===== src/rtl/sleepdis_pkg.sv =====
package sleepdis_pkg;
  localparam int unsigned NUM_INSTR  = 2;
  localparam int unsigned IDX_STOP   = 0;
  localparam int unsigned IDX_WAIT   = 1;
  localparam int unsigned FIELD_BITS = 2;
  localparam int unsigned USED_BITS  = NUM_INSTR * FIELD_BITS;

  function automatic int unsigned perm_pos(input int unsigned idx);
    return idx * FIELD_BITS;
  endfunction

  function automatic int unsigned temp_pos(input int unsigned idx);
    return idx * FIELD_BITS + 1;
  endfunction

  function automatic logic eff_disable(input logic perm, input logic temp);
    return perm | temp;
  endfunction
endpackage


===== src/rtl/sleepdis_cell.sv =====
module sleepdis_cell
  import sleepdis_pkg::*;
(
  input  logic clk,
  input  logic rst_n,
  input  logic wr_hit,
  input  logic wr_perm,
  input  logic wr_temp,
  input  logic req,
  output logic perm_q,
  output logic temp_q,
  output logic disable_o,
  output logic grant,
  output logic ignored
);
  logic perm_set_ev;
  assign perm_set_ev = wr_hit & wr_perm;

  always_ff @(posedge clk or negedge rst_n) begin
    if (!rst_n) begin
      perm_q <= 1'b0;
      temp_q <= 1'b0;
    end else begin
      if (perm_set_ev) perm_q <= 1'b1;
      if (wr_hit)      temp_q <= wr_temp;
    end
  end

  assign disable_o = eff_disable(perm_q, temp_q);
  assign grant     = req & ~disable_o;
  assign ignored   = req & disable_o;

  AST_PERM_SET: assert property (@(posedge clk) disable iff (!rst_n)
    perm_set_ev |=> perm_q) else $error("perm set");
  AST_PERM_STICKY: assert property (@(posedge clk) disable iff (!rst_n)
    perm_q |=> perm_q) else $error("perm sticky");
  AST_TEMP_LOAD: assert property (@(posedge clk) disable iff (!rst_n)
    wr_hit |=> (temp_q == $past(wr_temp))) else $error("temp load");
  AST_TEMP_HOLD: assert property (@(posedge clk) disable iff (!rst_n)
    !wr_hit |=> $stable(temp_q)) else $error("temp hold");
  AST_DROP_REQ: assert property (@(posedge clk) disable iff (!rst_n)
    (req && (perm_q || temp_q)) |-> (ignored && !grant)) else $error("drop");
  AST_PASS_REQ: assert property (@(posedge clk) disable iff (!rst_n)
    (req && !perm_q && !temp_q) |-> (grant && !ignored)) else $error("pass");
endmodule


===== src/rtl/sleepdis_regif.sv =====
module sleepdis_regif
  import sleepdis_pkg::*;
#(
  parameter int unsigned ADDR_W    = 8,
  parameter int unsigned DATA_W    = 16,
  parameter logic [ADDR_W-1:0] CTRL_ADDR = 8'h10
)(
  input  logic [ADDR_W-1:0]    reg_addr,
  input  logic                 reg_wr,
  input  logic [DATA_W-1:0]    reg_wdata,
  input  logic [NUM_INSTR-1:0] perm_q,
  input  logic [NUM_INSTR-1:0] temp_q,
  output logic                 wr_hit,
  output logic [NUM_INSTR-1:0] wr_perm,
  output logic [NUM_INSTR-1:0] wr_temp,
  output logic [DATA_W-1:0]    reg_rdata
);
  logic addr_hit;
  logic [USED_BITS-1:0] packed_state;

  assign addr_hit = (reg_addr == CTRL_ADDR);
  assign wr_hit   = addr_hit & reg_wr;

  for (genvar i = 0; i < NUM_INSTR; i++) begin : g_field
    assign wr_perm[i] = reg_wdata[perm_pos(i)];
    assign wr_temp[i] = reg_wdata[temp_pos(i)];
    assign packed_state[perm_pos(i)] = perm_q[i];
    assign packed_state[temp_pos(i)] = temp_q[i];
  end

  always_comb begin
    reg_rdata = '0;
    if (addr_hit) reg_rdata[USED_BITS-1:0] = packed_state;
  end
endmodule


===== src/rtl/sleep_disable_ctrl.sv =====
module sleep_disable_ctrl
  import sleepdis_pkg::*;
#(
  parameter int unsigned ADDR_W    = 8,
  parameter int unsigned DATA_W    = 16,
  parameter logic [ADDR_W-1:0] CTRL_ADDR = 8'h10
)(
  input  logic              clk,
  input  logic              rst_n,
  input  logic [ADDR_W-1:0] reg_addr,
  input  logic              reg_wr,
  input  logic [DATA_W-1:0] reg_wdata,
  output logic [DATA_W-1:0] reg_rdata,
  input  logic              stop_req,
  input  logic              wait_req,
  output logic              stop_grant,
  output logic              wait_grant,
  output logic              stop_ignored,
  output logic              wait_ignored,
  output logic              stop_disable,
  output logic              wait_disable
);
  logic                 wr_hit;
  logic [NUM_INSTR-1:0] wr_perm, wr_temp, perm_q, temp_q;
  logic [NUM_INSTR-1:0] req_v, grant_v, ign_v, dis_v;

  assign req_v[IDX_STOP] = stop_req;
  assign req_v[IDX_WAIT] = wait_req;

  sleepdis_regif #(.ADDR_W(ADDR_W), .DATA_W(DATA_W), .CTRL_ADDR(CTRL_ADDR)) u_regif (
    .reg_addr (reg_addr),
    .reg_wr   (reg_wr),
    .reg_wdata(reg_wdata),
    .perm_q   (perm_q),
    .temp_q   (temp_q),
    .wr_hit   (wr_hit),
    .wr_perm  (wr_perm),
    .wr_temp  (wr_temp),
    .reg_rdata(reg_rdata)
  );

  for (genvar i = 0; i < NUM_INSTR; i++) begin : g_cell
    sleepdis_cell u_cell (
      .clk      (clk),
      .rst_n    (rst_n),
      .wr_hit   (wr_hit),
      .wr_perm  (wr_perm[i]),
      .wr_temp  (wr_temp[i]),
      .req      (req_v[i]),
      .perm_q   (perm_q[i]),
      .temp_q   (temp_q[i]),
      .disable_o(dis_v[i]),
      .grant    (grant_v[i]),
      .ignored  (ign_v[i])
    );
  end

  assign stop_grant   = grant_v[IDX_STOP];
  assign wait_grant   = grant_v[IDX_WAIT];
  assign stop_ignored = ign_v[IDX_STOP];
  assign wait_ignored = ign_v[IDX_WAIT];
  assign stop_disable = dis_v[IDX_STOP];
  assign wait_disable = dis_v[IDX_WAIT];

  AST_MISS_NO_CHANGE: assert property (@(posedge clk) disable iff (!rst_n)
    (reg_wr && reg_addr != CTRL_ADDR) |=> ($stable(perm_q) && $stable(temp_q)))
    else $error("miss write changed state");
  AST_GRANT_EXCL: assert property (@(posedge clk) disable iff (!rst_n)
    $onehot0({stop_grant, stop_ignored}) && $onehot0({wait_grant, wait_ignored}))
    else $error("grant and ignored together");
  AST_NO_REQ_QUIET: assert property (@(posedge clk) disable iff (!rst_n)
    (!stop_req && !wait_req) |-> !(stop_grant || wait_grant || stop_ignored || wait_ignored))
    else $error("output without request");
endmodule


===== config.mk =====
export PLATFORM = sky130hd
export DESIGN_NAME = sleep_disable_ctrl
export DESIGN_NICKNAME = d
export VERILOG_FILES = /design/src/rtl/sleepdis_pkg.sv /design/src/rtl/sleepdis_cell.sv /design/src/rtl/sleepdis_regif.sv /design/src/rtl/sleep_disable_ctrl.sv
export SDC_FILE = /design/constraint.sdc
export NUM_CORES = 1
export LEC_CHECK = 0
export BUFFER_PORTS_ARGS = -buffer_cell sky130_fd_sc_hd__buf_2
export CAP_MARGIN = 20
export CORE_AREA = 2 2 39 41
export CTS_CLUSTER_SIZE = 16
export DETAILED_ROUTE_END_ITERATION = 6
export DIE_AREA = 0 0 41 43
export PLACE_DENSITY = 0.79
export SLEW_MARGIN = 20
export SYNTH_ARGS = -nofsm -noshare
export SYNTH_HDL_FRONTEND = slang
export SYNTH_SLANG_ARGS = --single-unit

===== constraint.sdc =====
create_clock -name clk -period 1 [get_ports clk]
set_input_delay 0.1 -clock clk [delete_from_list [all_inputs] [get_ports clk]]
set_output_delay 0.1 -clock clk [all_outputs]
set_load 0.02 [all_outputs]

# After elaboration in Yosys (flattened, before gate mapping)
# Cells that the tools add are included.
op_classes:
  eq_ne: 1
  n_mux: 1
  bitwise: 11
ops:
  columns: ["cell", "n"]
  rows:
  - ["8-bit by 5-bit == test with 1-bit output (second input constant)", 1]
  - ["1-bit bitwise AND", 7]
  - ["4-bit two-way mux", 1]
  - ["1-bit NOT", 2]
  - ["1-bit bitwise OR", 2]
word_totals:
  regBits: 4
  inputBits: 29
  wordCells: 17

# Longest topological paths before layout
logic_depth:
  ltp_word: 3
  depth_mapped: 3
  depth_no_buf: 3

# Cells and area by module
# Synthesis repeated with hierarchy kept, for this count alone.
unflattened:
  cells_unflattened: 43
  hier_area_um2: 375.4
by_module_without_submodules:
  columns: ["module", "instances", "cells_per_inst", "area_per_inst_um2", "seq_area_each_um2"]
  rows:
  - ["sleepdis_cell", 2, 7, 95.1, 50.0]
  - ["sleepdis_regif", 1, 29, 185.2, 0.0]

# Worst setup path after synthesis
# Ideal clock, no wire load.
synth_path:
  path_type: "flip-flop to output port"
  startpoint: "register g_cell[1].u_cell.perm_q"
  endpoint: "output wait_grant"
  arrival_ns: 1.031
  setup_slack_ns: -0.131
  stages_incl_launch_ff: 3
  path_buffers: 0
  cell_sequence: "dfrtp_1 > or2_2 > nor2_1"
synth_between:
  elab_chain_cells: 3
synth_rtl:
  columns: ["item", "line_no", "text"]
  rows:
  - ["start, declared", "sleepdis_cell.sv:10", "output logic perm_q,"]
  - ["start signal, assigned", "sleepdis_cell.sv:21", "perm_q <= 1'b0;"]
  - ["start signal, assigned", "sleepdis_cell.sv:24", "if (perm_set_ev) perm_q <= 1'b1;"]
  - ["1-bit bitwise OR", "sleepdis_pkg.sv:17", "return perm | temp;"]
  - ["net wait_disable", "sleep_disable_ctrl.sv:21", "output logic wait_disable"]
  - ["1-bit NOT", "sleepdis_cell.sv:30", "assign grant = req & ~disable_o;"]
  - ["1-bit bitwise AND", "sleepdis_cell.sv:30", null]
  - ["end, declared", "sleep_disable_ctrl.sv:17", "output logic wait_grant,"]
# The timed path passes the listed nets, and every way through them passes these cells.

# Worst setup path after layout
layout_path:
  startpoint: "register g_cell[0].u_cell.temp_q"
  endpoint: "output stop_ignored"
layout_between:
  elab_chain_cells: 2
layout_rtl:
  columns: ["item", "line_no", "text"]
  rows:
  - ["start, declared", "sleepdis_cell.sv:11", "output logic temp_q,"]
  - ["start signal, assigned", "sleepdis_cell.sv:25", "if (wr_hit) temp_q <= wr_temp;"]
  - ["1-bit bitwise OR", "sleepdis_pkg.sv:17", null]
  - ["1-bit bitwise AND", "sleepdis_cell.sv:31", "assign ignored = req & disable_o;"]
  - ["end, declared", "sleep_disable_ctrl.sv:18", "output logic stop_ignored,"]
# No other way between the ends.

==> results.md <==
* Outcome: complete, but fails checks
* Failing checks: negative setup slack
* Worst ir drop on vdd at 431.6 µV
* RSZ-0062 raised after global routing: yes
* Cell count after synthesis at 38
* TritonCTS clock tree: done
* Pwr/cell area at 905.0 mW/mm²
* Final min period at 1.229 ns
* Iter 0 DRT Violations at 2
* Fmax at 813.9 MHz
* Arrival time worst endpoint at 1.13 ns
* Synthesized flop and latch total at 4
* Vias per cell at 3.911
* Final Hold Fails at 0
* Worst r2r src: g_cell[1].u_cell.temp_q
* CP endpoint kind: output port
* Reg clk slew, reported paths at 0.04 ns
* DRC errors left at 0
* CP Launch Type: register
* Die width at 41 µm
* Synth cell types at 13
* Post-Syn Area at 335.3 µm²
* Placed Cells at 84
* Ys Warns at 0
* Worst R2R Setup Slack at 0.03 ns
* CTS HTree Levels at 1
* Switching part of the total power at 30.46%
* Top Ports at 51
* Fin cells at 90
* N_diodes at 0
* Worst Reg-to-Reg Cells at 3
* Vias in the first global route at 337
* Critical Path RT at 0.90 ns
* Sequential fraction of the synthesis area at 29.85%
* Min-Delay Path Class: in -> reg
* Die Ht at 43 µm
* Avg Inst Size Synth at 8.824 µm²
* Detailed-placement wirelength estimate at 684 µm
* Root Driver: clkbuf_4
* Max-slew violation count at 0
* Setup violators final at 10
* Worst flop-to-flop path endpoint: g_cell[1].u_cell.temp_q
* DRT Pass-1 Iters at 2
* Core area at 0.001384 mm²
* Clk_skew at 0 ns
* Clk pwr share at 32.8%
* Clk Latency, worst-skew pair at 0.23 ns
* GR Util All Layers at 11.68%
* Register share of total power at 29.5%
* Total CTS buffers at 3
* Pin count of the biggest net entering global routing at 6
* Final WL at 844 µm
* Final worst path period share at 122.9%
* Final critical-path setup slack at -0.2286 ns
* Grt ovf at 0
* Crit Path Class: reg -> out
* Fill count at 132
* Area grow syn2layout at 95.52%
* Via count at 352
* Setup TNS at -1.414 ns
* Pwr Total at 0.5933 mW
* Pint at 0.4126 mW
* Routability cong. at 0.7046
* Clk sinks at 4
* Die area at 0.001763 mm²
* MaxCap Viol Count at 0
* Routed len/inst at 9.378 µm
* Lkg Pwr at 0.3687 nW
* Clock buffer depth at 2
* Crit path capture: stop_ignored
* Nets at 105
* Worst hold margin at 0.1075 ns
* Core Rows at 14
* Switching power total at 0.1807 mW
* First-pass GRT wire length at 1304 µm
* Initial Util at 24.23%
* Crit Path Max Fanout at 3
* CP Launch Point: g_cell[0].u_cell.temp_q
* Layout cells sized above 1 at 70.27%
* Logic pwr share at 37.7%
* Detail Route Antenna Nets at 0
* Initial antenna violation count at 0
* I/O Buffers at 26
[timing repair]
item                                   4_1_cts  5_1_grt
setup endpoints to repair                   10       12
endpoints found under the hold margin        4        0
resized for setup                           30        5
pin swaps                                    4        0
buffers inserted                             3        0
hold buffers                                 1        0
[how the worst min path moves through the flow]
| stage | slack (ns) | cells past startpoint | to | from |
|---|---|---|---|---|
| 2_1_floorplan | -0.20 | 0 | g_cell[0].u_cell.perm_q | rst_n |
| 3_3_place_gp | -0.09 | 1 | g_cell[1].u_cell.perm_q | rst_n |
| 3_5_place_dp | -0.09 | 1 | g_cell[1].u_cell.temp_q | rst_n |
| 4_1_cts | 0.10 | 2 | g_cell[1].u_cell.temp_q | reg_wdata[3] |
| 5_1_grt | 0.11 | 2 | g_cell[0].u_cell.temp_q | reg_wdata[1] |
| 6_report | 0.11 | 2 | g_cell[1].u_cell.temp_q | reg_wdata[3] |
[flip-flops by register name (all words and copies together) (netlist names)]
| signal | count |
|---|---|
| g_cell.u_cell.temp_q | 2 |
| g_cell.u_cell.perm_q | 2 |
[cells in the final DEF, fill, tap and decap left out]
| cell type | count |
|---|---|
| buf_2 | 15 |
| nor2_2 | 1 |
| nor4_4 | 1 |
| dlygate4sd3_1 | 1 |
| buf_6 | 15 |
| inv_1 | 2 |
| nor2b_1 | 1 |
| buf_4 | 3 |
| and3_4 | 1 |
| a31o_2 | 2 |
| conb_1 | 12 |
| nor2_4 | 1 |
| clkbuf_4 | 3 |
| and2_4 | 6 |
| nor2_1 | 1 |
| dfrtp_1 | 4 |
| mux2_4 | 2 |
| or2_4 | 2 |
| nand4_1 | 1 |
[metal layers]
metal / GRT usage, % / wire [µm] / vias to the layer above / part of all wire, %
li1: - / - / 172 / -
met1: 9.416 / 258 / 150 / 31
met2: 21.56 / 481 / 28 / 57
met3: 3.141 / 95 / 2 / 11
met4: 8.000 / 8 / 0 / 0.95
met5: 0 / 0 / - / 0
[metrics by stage]
step	setup slack [ns]	area, µm²	utilization, %
detailed placement	-0.1373	486.7	35.17
floorplan	0.01215	389.1	-
CTS	-0.2354	635.6	45.93
finish	-0.2286	655.6	47.38
global placement	-0.1109	486.7	35.17
global route	-0.2751	655.6	47.38
[power by group through the flow]
stage / combinational [mW] / clock (mW) / sequential (mW)
detailed placement: 0.168 / 0 / 0.177
CTS: 0.211 / 0.203 / 0.175
floorplan: 0.137 / 0 / 0.176
global placement: 0.164 / 0 / 0.176
global route: 0.244 / 0.212 / 0.176
finish: 0.224 / 0.195 / 0.175
[kinds of logic (layout without fill, tap and decap cells)]
group                  Yosys count  in the layout  share of synthesized area (%)
multiplexers                     2              2                          6.716
buffers and inverters           14             39                          29.11
other                            1             12                          1.118
AND/OR/NAND/NOR                 15             15                          27.99
flip-flops                       4              4                          29.85
AO/OA/AOI/OAI                    2              2                          5.225
[cells in the mapped netlist]
master	n	share of area (%)
a31o_2	2	5.2
and2_1	6	11
or2_2	2	3.7
nor2b_1	1	1.9
and3_2	1	2.2
conb_1	1	1.1
nand4_1	1	1.9
inv_1	2	2.2
nor4_2	1	3.7
nor2_1	3	3.4
buf_4	12	27
dfrtp_1	4	30
mux2_1	2	6.7
[worst max-delay path: stages, from the launching register on]
cell     delay, ns
dfrtp_1       0.38
or2_4         0.26
and2_4        0.14
buf_6         0.12
[layout make-up]
type                       instances  area [µm²]  area share, %
clock buffer                       3       22.52          3.435
sequential                         4       100.1          15.27
tap                               16       20.02          3.053
inverter                           2       7.507          1.145
multi-input combinational         31       229.0          34.92
timing repair buffer              34       276.5          42.18
Power figures use the tool's default switching activity.
